<file path="src/rtl/masked_burst_counter.sv">
module masked_burst_counter #(
  parameter int AW = 8
) (
  input  logic          clk,
  input  logic          rst,
  input  logic          load_n,
  input  logic          inc_n,
  input  logic          cnt_rd_n,
  input  logic          msk_rd_n,
  input  logic          msk_ld_n,
  input  logic          ce0_n,
  input  logic          ce1,
  input  logic [AW-1:0] addr_in,
  output logic [AW-1:0] addr_out,
  output logic          addr_oe,
  output logic          data_hiz
);

  localparam logic [AW-1:0] ONE = AW'(1);

  logic [AW-1:0] cnt, mask, mask_in, cnt_inc;

  wire do_load = !load_n;
  wire do_inc  = load_n && !inc_n;
  wire do_crd  = load_n && inc_n && !cnt_rd_n;
  wire do_mrd  = load_n && inc_n && cnt_rd_n && !msk_rd_n;
  wire do_rd   = do_crd || do_mrd;
  wire ce_on   = !ce0_n && ce1;

  always_comb begin
    logic run;
    run = 1'b1;
    for (int i = 0; i < AW; i++) begin
      run = run & addr_in[i];
      mask_in[i] = run;
    end
  end

  assign cnt_inc = (cnt & ~mask) | ((cnt + ONE) & mask);

  always_ff @(posedge clk) begin
    if (rst) begin
      cnt      <= '0;
      mask     <= '1;
      addr_oe  <= 1'b0;
      data_hiz <= 1'b0;
      addr_out <= '0;
    end else begin
      if (do_load)     cnt <= addr_in;
      else if (do_inc) cnt <= cnt_inc;
      if (!msk_ld_n) mask <= mask_in;
      addr_oe  <= do_rd;
      data_hiz <= do_rd && ce_on;
      if (do_crd)      addr_out <= cnt;
      else if (do_mrd) addr_out <= mask;
    end
  end


  load_capture_chk: assert property (@(posedge clk) disable iff (rst)
    !load_n |=> cnt == $past(addr_in));


  frozen_bits_chk: assert property (@(posedge clk) disable iff (rst)
    (load_n && !inc_n && msk_ld_n) |=> ((cnt & ~mask) == $past(cnt & ~mask)));


  window_wrap_chk: assert property (@(posedge clk) disable iff (rst)
    (load_n && !inc_n && msk_ld_n && ((cnt & mask) == mask)) |=> ((cnt & mask) == '0));


  hold_chk: assert property (@(posedge clk) disable iff (rst)
    (load_n && inc_n) |=> $stable(cnt));


  oe_origin_chk: assert property (@(posedge clk) disable iff (rst)
    (load_n && inc_n && (!cnt_rd_n || !msk_rd_n)) |=> addr_oe);


  oe_drop_chk: assert property (@(posedge clk) disable iff (rst)
    !(load_n && inc_n && (!cnt_rd_n || !msk_rd_n)) |=> !addr_oe);


  hiz_with_oe_chk: assert property (@(posedge clk) disable iff (rst)
    data_hiz |-> addr_oe);


  mask_contig_chk: assert property (@(posedge clk) disable iff (rst)
    ((mask & (mask + ONE)) == '0));

endmodule

</file>
<file path="config.mk">
export PLATFORM = sky130hd
export DESIGN_NAME = masked_burst_counter
export DESIGN_NICKNAME = d
export VERILOG_FILES = /design/src/rtl/masked_burst_counter.sv
export SDC_FILE = /design/constraint.sdc
export NUM_CORES = 1
export LEC_CHECK = 0
export BUFFER_PORTS_ARGS = -buffer_cell sky130_fd_sc_hd__buf_2
export CAP_MARGIN = 25
export CORE_MARGIN = 2
export CORE_UTILIZATION = 30
export CTS_CLUSTER_SIZE = 20
export DETAILED_ROUTE_END_ITERATION = 12
export GPL_TIMING_DRIVEN = 0
export PLACE_DENSITY = 0.5
export SLEW_MARGIN = 20
export SYNTH_ARGS = -nofsm -noshare
export SYNTH_HDL_FRONTEND = slang
export SYNTH_SLANG_ARGS = --single-unit
</file>
<file path="constraint.sdc">
create_clock -name clk -period 2.3 [get_ports clk]
set_input_delay 0.46 -clock clk [delete_from_list [all_inputs] [get_ports clk]]
set_output_delay 0.46 -clock clk [all_outputs]
set_load 0.005 [all_outputs]
</file>
==> run metrics, run 1 <==
leakage=0.000590 uW; pin count of the biggest net entering global routing=14; CTS Sinks=26; worst skew pair latency=0.26 ns; Post-synth EDFFs=0; DP HPWL=2.40 mm; Critical Path End Type=register; Slew @ Worst Pin=0.499 ns; detailed-route via count=1127; PD cells=603 nW/um^2; worst vdd ir=0.234 mV; post-DR vias/cell=5.17; hold buffers post-CTS=0; Die Span X=67.8 um; area of the die=4590 um^2; I/O pin count=27; TritonCTS Buffers=3; CTS tree=built; Final Critical Period=1.50 ns; top-count cell post-synth=dfxtp_1; DRT Pass-1 Iters=4; Post-CTS Setup Inserts=0; Worst setup SP type=register; Routed WL=3.03 mm; synth warn=0; Tot GR Track Use=14.3%; H-Tree Depth=1; fin nets=188; flops & latches, synth=26; total power=871 uW; CP cell instances=nand4_2, or4_1, a311oi_1; hold crit path type=in -> reg; syn_nets=159; critical path class=reg -> reg; max frequency=665 MHz; Post-DRT Antenna Nets=0; cells on worst reg2reg path=3; Syn-to-layout area delta=18.4%; Core ar.=3940 um^2; Inserted Diodes=0; port bufs=24; Arr. time, crit path=1.68 ns; outcome=complete, no violations; Synth area leaders=dfxtp_1 (43%), o21ai_0 (8.6%), and3b_1 (6.5%); DRC viols=0; vias in the first global route=1052; clk_skew=0.00369 ns; starting density of the core=30.9%; worst-path maximum fanout=6; reg-to-reg setup timing slack=0.80 ns; Mapped Area=1220 um^2; Final TNS setup=0 ns; post-synthesis cell type count=29; drt initial violations=35; slew margin rel.=66.4%; Die Ht=67.8 um; Data required, critical path=2.48 ns; final period utilization=65.4%; Slowest cell on crit path=or4_1; Wirelength per Cell=13.9 um; Synth area leader=dfxtp_1; initial antenna violation count=0; final hold viol count=0; Max Root-Sink Buffers=2; Reg clk slew, reported paths=0.09 ns; Synth Flop Type=dfxtp_1; Clock Tree Root=clkbuf_8; RSZ-0062 raised after global routing=no; Avg Cell Area, Syn=8.65 um^2; max-cap violations=0; sequential cell area fraction in the yosys report=42.7%; Worst Hold Depth=2; total grt overflow=0; max-slew violations=0; Final setup viols=0; first-pass GRT wire length=4.96 mm; layout cells sized above 1=17.3%; final estimated routing congestion in global placement=0.782; FFs w/ async S/R, synth=0%; Synth top area share=42.7%; FP Rows=23; synth cell count leaders=dfxtp_1 (26), o21ai_0 (21), a21oi_1 (10), nor2_1 (10), nor2b_1 (10); number of gates resized after cts=0; Largest stage delay, worst path=0.53 ns; cells after synthesis=141
-- metrics by stage --
stage / setup slack (ns) / hold slack, ns / util [%] / instances / cell area (um^2)
5_1_grt: 0.693 / 0.423 / 36.6 / 218 / 1440
2_1_floorplan: 0.856 / 0.446 / - / 141 / 1220
6_report: 0.796 / 0.434 / 36.6 / 218 / 1440
3_5_place_dp: 0.534 / 0.468 / 35.6 / 215 / 1400
4_1_cts: 0.787 / 0.425 / 36.6 / 218 / 1440
3_3_place_gp: 0.568 / 0.464 / 35.6 / 215 / 1400
-- power by group --
part	switching, uW	internal, uW	total (uW)
sequential	24.6	477	502
combinational	61.7	54.6	116
clock	135	117	253
total	222	649	871
-- worst min-delay path by stage --
stage,from,to,slack (ns)
6_report,ce1,data_hiz$_SDFF_PP0_,0.43
5_1_grt,ce1,data_hiz$_SDFF_PP0_,0.42
4_1_cts,ce1,data_hiz$_SDFF_PP0_,0.43
3_5_place_dp,addr_out[4]$_SDFFE_PP0P_,addr_out[4]$_SDFFE_PP0P_,0.47
3_3_place_gp,addr_out[4]$_SDFFE_PP0P_,addr_out[4]$_SDFFE_PP0P_,0.46
2_1_floorplan,mask[1]$_SDFFE_PP1N_,mask[1]$_SDFFE_PP1N_,0.45
-- worst max-delay path, delay by kind of cell (launching register included) --
kind	cells	cell delay, ns
flops	1	0.47
compound gates	1	0.26
simple gates	2	0.69
-- placed cells by master (no fill, tap or decap), drive strengths merged, types with 2 or more instances in the layout --
cell	count
nor2b	10
nand2	5
and3b	9
and2	2
o21ai	21
nand4	3
dfxtp	26
inv	3
a311oi	5
nor2	10
nand3b	4
clkbuf	12
o31ai	2
a211oi	3
a211o	4
buf	24
or3	4
a21oi	10
-- logic make-up after synthesis --
family / count (synthesis) / synth area share [%]
multiplexers: 1 / 0.821
flip-flops: 26 / 42.7
XOR/XNOR: 2 / 1.44
AO/OA/AOI/OAI: 48 / 24.4
buffers and inverters: 12 / 3.69
adder cells (fa/ha/maj): 1 / 1.03
AND/OR/NAND/NOR: 51 / 25.9
-- routing by layer --
metal / track usage, % / vias to the layer above / routed length (um)
li1: - / 576 / -
met1: 18.0 / 523 / 1430
met2: 25.1 / 26 / 1410
met3: 2.00 / 2 / 161
met4: 4.50 / 0 / 19
met5: 0 / - / 0
-- cell type report --
class / count / area, um^2
multi-input cells: 103 / 654
plain buffers: 9 / 33.8
repair buffers: 24 / 120
inverters: 3 / 11.3
well taps: 50 / 62.6
flip-flops and latches: 26 / 520
fillers: 418 / 2500
clock buffers: 3 / 41.3
Power figures use the tool's default switching activity.
==> inputs of run 2 (changes only) <==
==> constraint.sdc (replaced) <==
create_clock -name clk -period 1.5 [get_ports clk]
set_input_delay 0.3 -clock clk [delete_from_list [all_inputs] [get_ports clk]]
set_output_delay 0.3 -clock clk [all_outputs]
set_load 0.005 [all_outputs]
==> run metrics, run 2 (synthesis results as in run 1) <==
outcome=complete, no violations (unchanged); I/O pin count=27 (unchanged); Die Span X=67.8 um (unchanged); Post-DRT Antenna Nets=0 (unchanged); Core ar.=3940 um^2 (unchanged); Post-DP Area=1400 um^2 (unchanged); post-DR vias/cell=5.13 (was 5.17); slew margin rel.=65.9% (was 66.4%); Final Critical Period=1.42 ns (was 1.50 ns); Reg clk slew, reported paths=0.08 ns (was 0.09 ns); CTS tree=built (unchanged); reg-to-reg setup timing slack=0.08 ns (was 0.80 ns); Arr. time, crit path=1.59 ns (was 1.68 ns); Data required, critical path=1.67 ns (was 2.48 ns); H-Tree Depth=1 (unchanged); RSZ-0062 raised after global routing=no (unchanged); vias in the first global route=1068 (was 1052); leakage=0.000601 uW (was 0.000590 uW); Routed WL=3.08 mm (was 3.03 mm); internal power=999 uW (was 649 uW); Worst R2R Start=cnt[0]$_SDFFE_PP0P_; Max Root-Sink Buffers=2 (unchanged); critical path class=reg -> reg (unchanged); fin nets=190 (was 188); Fin Hold WS=0.274 ns (was 0.434 ns); most common cell after layout, fill and taps aside=buf_2 (was dfxtp_1); commonest cells after routing, fill and taps aside=buf_2 (24), o21ai_0 (21), dfxtp_1 (20) (was dfxtp_1 (26), buf_2 (24), o21ai_0 (21)); CP startpoint=cnt[0]$_SDFFE_PP0P_; PD cells=911 nW/um^2 (was 603 nW/um^2); Die Ht=67.8 um (unchanged); Finished Core Util=37.3% (was 36.6%); Worst setup SP type=register (unchanged); final estimated routing congestion in global placement=0.782 (unchanged); CTS Sinks=26 (unchanged); fin area=1470 um^2 (was 1440 um^2); initial antenna violation count=0 (unchanged); worst skew pair latency=0.26 ns (about the same); switch share=25.3% (was 25.5%); area of the die=4590 um^2 (unchanged); Inserted Diodes=0 (unchanged); max-slew violations=0 (unchanged); Gate power share=13.5% (was 13.4%); detailed-route via count=1128 (was 1127); final period utilization=94.4% (was 65.4%); clk_skew=0.00291 ns (was 0.00369 ns); total grt overflow=0 (unchanged); DRC viols=0 (unchanged); Clock power frac=28.8% (was 29.0%); Met3 Wirelength=173 um (was 161 um); max-cap violations=0 (unchanged); first-pass GRT wire length=5.01 mm (was 4.96 mm); Clock Tree Root=clkbuf_8 (unchanged); final hold viol count=0 (unchanged); WL met2=1.42 mm (was 1.41 mm); DRT Pass-1 Iters=4 (unchanged); sequential share of power=57.7% (was 57.6%); max frequency=706 MHz (was 665 MHz); TritonCTS Buffers=3 (unchanged); FP Rows=23 (unchanged); Final setup viols=0 (unchanged); worst vdd ir=0.350 mV (was 0.234 mV); Slew @ Worst Pin=0.507 ns (was 0.499 ns); layout cells sized above 1=21.8% (was 17.3%); port bufs=24 (unchanged); P_sw=339 uW (was 222 uW); Wirelength per Cell=14.0 um (was 13.9 um); Critical Path End Type=register (unchanged); DP HPWL=2.40 mm (unchanged); hold crit path type=in -> reg (unchanged); pin count of the biggest net entering global routing=14 (unchanged); Metal-1 WL=1.44 mm (was 1.43 mm); cells on worst reg2reg path=4 (was 3); drt initial violations=31 (was 35); Tot GR Track Use=14.5% (was 14.3%); Highest Signal Layer=met4 (unchanged); worst-path maximum fanout=4 (was 6); Syn-to-layout area delta=20.4% (was 18.4%); starting density of the core=30.9% (unchanged)
run 2: changes by cell type in the layout (fill, tap and decap cells not counted), sizes merged:
| cell | previous run | this run |
|---|---|---|
| buf | 24 | 26 |
run 2: timing repair:
| action | in CTS | in global routing |
|---|---|---|
| setup endpoints to repair | 1 | 2 |
| resized for setup | 2 | 5 |
| pin swaps | 1 | 1 |
| setup buffers | 1 | 1 |
| hold buffers | 0 | 0 |
| gates cloned | 0 | 0 |
run 2: worst max-delay path, stage by stage, from the launching register on:
cell and delay, ns:
dfxtp_2 0.37, nand3b_1 0.17, buf_4 0.19, or3_1 0.35, a311oi_1 0.25
run 2: power by group through the flow:
stage                     Clock [uW]  Sequential, uW  Combinational, uW
after global routing             436             780                205
after floorplan                    0             774                113
after detailed placement           0             786                179
after global placement             0             783                175
after CTS                        406             771                182
final                            385             772                180
run 2: layout make-up:
cell class / instances / area (um^2)
clock buffer: 3 / 41.3
buffer: 9 / 33.8
timing repair buffer: 26 / 135
sequential: 26 / 531
tap: 50 / 62.6
inverter: 3 / 11.3
multi-input combinational: 103 / 654
fill: 418 / 2470
run 2: worst min path at each step:
stage                                   from                        to  cells past startpoint
finish                                   ce1       data_hiz$_SDFF_PP0_                      2
global route                             ce1       data_hiz$_SDFF_PP0_                      2
CTS                                      ce1       data_hiz$_SDFF_PP0_                      2
detailed placement  addr_out[4]$_SDFFE_PP0P_  addr_out[4]$_SDFFE_PP0P_                      2
global placement    addr_out[4]$_SDFFE_PP0P_  addr_out[4]$_SDFFE_PP0P_                      2
floorplan                         addr_in[0]      mask[0]$_SDFFE_PP1N_                      2
run 2: metal layers:
layer  vias up  track usage [%]
met1       513             17.9
met4         0             5.75
met2        31             25.0
li1        578                -
met5         -                0
met3         6             2.33
run 2: stage by stage:
stage | setup slack, ns | instances | TNS [ns] | power (uW)
3_5_place_dp | -0.106 | 215 | -0.106 | 965
6_report | 0.0834 | 220 | 0 | 1340
5_1_grt | 0.00520 | 220 | 0 | 1420
4_1_cts | 0.0192 | 219 | 0 | 1360
2_1_floorplan | 0.180 | 141 | 0 | 887
3_3_place_gp | -0.0721 | 215 | -0.0721 | 958
